===== src/rtl/hole_remap_pkg.sv =====
package hole_remap_pkg;
  typedef enum logic [1:0] {
    CFG_TOP_LOW  = 2'd0,
    CFG_WIN_BASE = 2'd1,
    CFG_WIN_LIM  = 2'd2,
    CFG_UNUSED   = 2'd3
  } cfg_sel_e;
endpackage


===== src/rtl/hole_cfg_regs.sv =====
module hole_cfg_regs
  import hole_remap_pkg::*;
#(
  parameter int CFG_W = 16
) (
  input  logic             clk,
  input  logic             rst_n,
  input  logic             wr_en,
  input  logic [1:0]       wr_sel,
  input  logic [CFG_W-1:0] wr_data,
  output logic [CFG_W-1:0] top_raw,
  output logic [CFG_W-1:0] base_raw,
  output logic [CFG_W-1:0] lim_raw
);
  cfg_sel_e sel;
  assign sel = cfg_sel_e'(wr_sel);

  always_ff @(posedge clk) begin
    if (!rst_n) begin
      top_raw  <= '0;
      base_raw <= '0;
      lim_raw  <= '0;
    end else if (wr_en) begin
      case (sel)
        CFG_TOP_LOW:  top_raw  <= wr_data;
        CFG_WIN_BASE: base_raw <= wr_data;
        CFG_WIN_LIM:  lim_raw  <= wr_data;
        default: ;
      endcase
    end
  end
endmodule


===== src/rtl/hole_xlate_core.sv =====
module hole_xlate_core #(
  parameter int PAGE_W    = 24,
  parameter int CFG_W     = 16,
  parameter int TOP_SHIFT = 4,
  parameter int WIN_SHIFT = 14,
  parameter logic [PAGE_W-1:0] HIGH_START = 24'h100000
) (
  input  logic [CFG_W-1:0]  top_raw,
  input  logic [CFG_W-1:0]  base_raw,
  input  logic [CFG_W-1:0]  lim_raw,
  input  logic [PAGE_W-1:0] page_in,
  output logic [PAGE_W-1:0] page_out,
  output logic              err_out
);
  localparam int MAX_SH = (WIN_SHIFT > TOP_SHIFT) ? WIN_SHIFT : TOP_SHIFT;
  localparam int EXT_W  = PAGE_W + CFG_W + MAX_SH;

  logic [EXT_W-1:0]  top_ext, base_ext, lim_ext;
  logic [PAGE_W-1:0] top_pg, base_pg, lim_pg, moved;
  logic              in_low, in_high, fits;

  assign top_ext  = EXT_W'(top_raw)  << TOP_SHIFT;
  assign base_ext = EXT_W'(base_raw) << WIN_SHIFT;
  assign lim_ext  = EXT_W'(lim_raw)  << WIN_SHIFT;
  assign top_pg   = top_ext[PAGE_W-1:0];
  assign base_pg  = base_ext[PAGE_W-1:0];
  assign lim_pg   = lim_ext[PAGE_W-1:0];

  assign in_low  = page_in < top_pg;
  assign in_high = (page_in >= HIGH_START) && (page_in < base_pg);
  assign moved   = (page_in - top_pg) + base_pg;
  assign fits    = moved < lim_pg;

  always_comb begin
    err_out  = 1'b0;
    page_out = page_in;
    if (!(in_low || in_high)) begin
      if (fits) begin
        page_out = moved;
      end else begin
        page_out = top_pg - PAGE_W'(1);
        err_out  = 1'b1;
      end
    end
  end
endmodule


===== src/rtl/hole_out_stage.sv =====
module hole_out_stage #(
  parameter int DATA_W = 25
) (
  input  logic              clk,
  input  logic              rst_n,
  input  logic              up_valid,
  output logic              up_ready,
  input  logic [DATA_W-1:0] up_data,
  output logic              dn_valid,
  input  logic              dn_ready,
  output logic [DATA_W-1:0] dn_data
);
  assign up_ready = !dn_valid || dn_ready;

  always_ff @(posedge clk) begin
    if (!rst_n) begin
      dn_valid <= 1'b0;
      dn_data  <= '0;
    end else if (up_valid && up_ready) begin
      dn_valid <= 1'b1;
      dn_data  <= up_data;
    end else if (dn_ready) begin
      dn_valid <= 1'b0;
    end
  end
endmodule


===== src/rtl/hole_remap_xlate.sv =====
module hole_remap_xlate #(
  parameter int PAGE_W    = 24,
  parameter int CFG_W     = 16,
  parameter int TOP_SHIFT = 4,
  parameter int WIN_SHIFT = 14,
  parameter logic [PAGE_W-1:0] HIGH_START = 24'h100000
) (
  input  logic              clk,
  input  logic              rst_n,
  input  logic              cfg_we,
  input  logic [1:0]        cfg_sel,
  input  logic [CFG_W-1:0]  cfg_data,
  input  logic              in_valid,
  output logic              in_ready,
  input  logic [PAGE_W-1:0] in_page,
  output logic              out_valid,
  input  logic              out_ready,
  output logic [PAGE_W-1:0] out_page,
  output logic              out_err
);
  localparam int RES_W = PAGE_W + 1;

  logic [CFG_W-1:0]  top_raw, base_raw, lim_raw;
  logic [PAGE_W-1:0] xl_page;
  logic              xl_err;
  logic [RES_W-1:0]  res_out;

  hole_cfg_regs #(.CFG_W(CFG_W)) u_regs (
    .clk(clk), .rst_n(rst_n), .wr_en(cfg_we), .wr_sel(cfg_sel),
    .wr_data(cfg_data), .top_raw(top_raw), .base_raw(base_raw),
    .lim_raw(lim_raw)
  );

  hole_xlate_core #(
    .PAGE_W(PAGE_W), .CFG_W(CFG_W), .TOP_SHIFT(TOP_SHIFT),
    .WIN_SHIFT(WIN_SHIFT), .HIGH_START(HIGH_START)
  ) u_core (
    .top_raw(top_raw), .base_raw(base_raw), .lim_raw(lim_raw),
    .page_in(in_page), .page_out(xl_page), .err_out(xl_err)
  );

  hole_out_stage #(.DATA_W(RES_W)) u_out (
    .clk(clk), .rst_n(rst_n), .up_valid(in_valid), .up_ready(in_ready),
    .up_data({xl_err, xl_page}), .dn_valid(out_valid),
    .dn_ready(out_ready), .dn_data(res_out)
  );

  assign out_err  = res_out[PAGE_W];
  assign out_page = res_out[PAGE_W-1:0];
endmodule


===== config.mk =====
export PLATFORM = sky130hd
export DESIGN_NAME = hole_remap_xlate
export DESIGN_NICKNAME = d
export VERILOG_FILES = /design/src/rtl/hole_remap_pkg.sv /design/src/rtl/hole_cfg_regs.sv /design/src/rtl/hole_xlate_core.sv /design/src/rtl/hole_out_stage.sv /design/src/rtl/hole_remap_xlate.sv
export SDC_FILE = /design/constraint.sdc
export NUM_CORES = 1
export LEC_CHECK = 0
export CORE_MARGIN = 1
export CORE_UTILIZATION = 53
export DETAILED_ROUTE_END_ITERATION = 10
export GPL_TIMING_DRIVEN = 1
export HOLD_SLACK_MARGIN = 0.06
export PLACE_DENSITY = 0.76
export SETUP_SLACK_MARGIN = 0.4
export SYNTH_ARGS = -nofsm -noshare
export SYNTH_HDL_FRONTEND = slang
export SYNTH_HIERARCHICAL = 1
export SYNTH_SLANG_ARGS = --single-unit

===== constraint.sdc =====
create_clock -name clk -period 6.1 [get_ports clk]
set_clock_uncertainty 0.15 [all_clocks]
set_input_delay 1.22 -clock clk [delete_from_list [all_inputs] [get_ports clk]]
set_output_delay 1.22 -clock clk [all_outputs]
set_load 0.02 [all_outputs]

==> metrics.cfg <==
[status]
outcome=finished clean

[setup_path]
crit_top_cell=mux2i_1
required_ns=6.21
slowest_stage=clkdlybuf4s50_1
critical_path_class=input port to register
r2r_slack_ns=1.15
crit_chain=clkdlybuf4s50_1 -> inv_1 -> fa_1 -> inv_1 -> ha_4 -> buf_4 -> and3_1 -> a21oi_1 -> a32oi_2 -> nand2_2 -> mux2i_2 -> nand3_1 -> ha_1 -> a21oi_1 -> o21ai_1 -> nor2_1 -> nand2_2 -> o21bai_4 -> o311a_4 -> buf_4 -> mux2i_1 -> mux2i_1 -> nand2_1 -> mux2i_1
cp_max_fo=6
critical_path_arrival_ns=5.85
cp-end-kind=register
critPathMaxStageDelay_ns=0.49
worstSetupStartpointType=input port

[place]
gp_congestion=0.9490
io_buffers=73
dp_cells=888
post_dp_cell_area_mm2=0.006416
dp_hpwl_um=11440

[power_and_ir_drop]
switchingPower_mw=0.7237
finalPower_mw=1.814
p_int_mw=1.090
switching_share_pct=39.90
p_leak_nw=3.100
p_per_area_mw_per_mm2=262.4
comb_power_share_pct=54.3
ir_worst_vdd_uv=131.4
clkPwrFrac_pct=19.8
seqPwrFrac_pct=25.9

[synth]
syn_inst=697
syn_nets=816
netlist_area_mm2=0.005674
ys_warn_count=6
avgSynthCellArea_um2=8.141

[die]
io_pins=74
start_util_pct=54.72
core_mm2=0.01037
fp-row-count=37
die_area_mm2=0.01112
die_h_um=105.5
dieWidth_um=105.5

[detailed_routing]
drt_pass1_iterations=5
routed_wl_um=15510
route.detailed.drc=0
wl_per_cell_um=16.89
antenna_left=0
num_vias=5281
vias_per_cell=5.753
dr.first_iter.drc_count=388

[global_route]
grt_start_max_net_pins=68
antenna_found_initial=0
grt_pass1_vias=4996
grt_pass1_wl_um=23930
grt_overflow=0
grt_usage_pct=27.07

[flow_run]
maxCapViolations=0

[cts]
clock_latency_ns=0.34
clkTransAtPathRegs_ns=0.06
htreeDepth=3
ctsRootBufferMaster=clkbuf_8
cts_buffers=9
clockBufferDepth=2
cts_tree=built
cts.sinks=62

[sta]
hold_viol_final=0
maxSlewHeadroom_pct=22.89
slew_violations=0
worst_pin_slew_ns=1.157
fin_tns_setup_ns=0
rsz0062_at_grt=false
period_minus_slack_ns=5.743
setup-violations-final=0
post-route-period-util_pct=94.14
fmax_ghz=0.1741

[hold_path]
hp-class=register to register

[finish]
syn_to_final_growth_pct=21.83
nFillCells=855
post-route-util_pct=66.66
layout.nets=896
final_cell_mix=nand2_1 (124), inv_1 (81), mux2i_1 (70)
finalNonFillerCells=918
layout_commonest_cell=nand2_1
fin_area_mm2=0.006913
antenna_cells=0
drive_gt1_share_pct=10.87

timing repair:
item | 4_1_cts | 5_1_grt
endpoints found under the setup margin | 22 | 25
buffers inserted | 3 | 9
resized for setup | 9 | 33
cloned | 2 | 0
hold buffers | 0 | 0
pin swaps | 5 | 19
registers in the layout (all words and copies together) (netlist names):
name and flops:
u_regs/lim_raw 10, u_regs/top_raw 16, u_out/dn_valid 1, u_out/dn_data 25, u_regs/base_raw 10
metrics by stage:
stage | hold WS [ns] | setup slack (ns)
finish | 0.3035 | 0.3574
global placement | 0.2919 | 0.07552
CTS | 0.3083 | 0.4348
detailed placement | 0.2990 | -0.1177
floorplan | 0.2885 | 0.7729
global route | 0.3236 | 0.2710
final cells by class:
type	count	area [um2]	share of cell area, %
Clock inverter	7	73.82	1.068
Tap cell	136	170.2	2.462
Inverter	81	304.0	4.398
Multi-Input combinational cell	524	4064	58.79
Timing Repair Buffer	99	935.9	13.54
Clock buffer	9	123.9	1.792
Sequential cell	62	1241	17.95
worst max-delay path, delay by kind of cell:
family	cells	cell delay (ns)
AND/OR/NAND/NOR	6	0.90
multiplexers	4	0.76
buffers and inverters	5	0.91
AO/OA/AOI/OAI	6	1.13
adder cells (fa/ha/maj)	3	0.94
per-layer routing:
| layer | GRT usage, % | up-vias | routed length [um] |
|---|---|---|---|
| met2 | 44.92 | 250 | 7217 |
| met1 | 35.92 | 2459 | 6667 |
| met4 | 7.545 | 0 | 341 |
| met5 | 0 | - | 0 |
| met3 | 4.824 | 31 | 1282 |
| li1 | - | 2541 | - |
power groups by stage:
| stage | combinational [mW] | clock (mW) | sequential [mW] |
|---|---|---|---|
| after floorplan | 0.565 | 0 | 0.514 |
| after global placement | 0.798 | 0 | 0.478 |
| after detailed placement | 0.822 | 0 | 0.480 |
| after CTS | 0.878 | 0.364 | 0.471 |
| after global routing | 1.05 | 0.387 | 0.476 |
| final | 0.985 | 0.359 | 0.470 |
path summary, 6_finish.rpt:
kind	from	to	cells past startpoint
worst min register to register	u_out/dn_data[19]$_SDFFE_PN0P_	u_out/dn_data[19]$_SDFFE_PN0P_	2
worst max register to register	u_regs/top_raw[2]$_SDFFE_PN0P_	u_out/dn_data[19]$_SDFFE_PN0P_	23
worst min-delay path	u_out/dn_data[19]$_SDFFE_PN0P_	u_out/dn_data[19]$_SDFFE_PN0P_	2
worst max-delay path	in_page[14]	u_out/dn_data[19]$_SDFFE_PN0P_	24
Power figures use the tool's default switching activity.
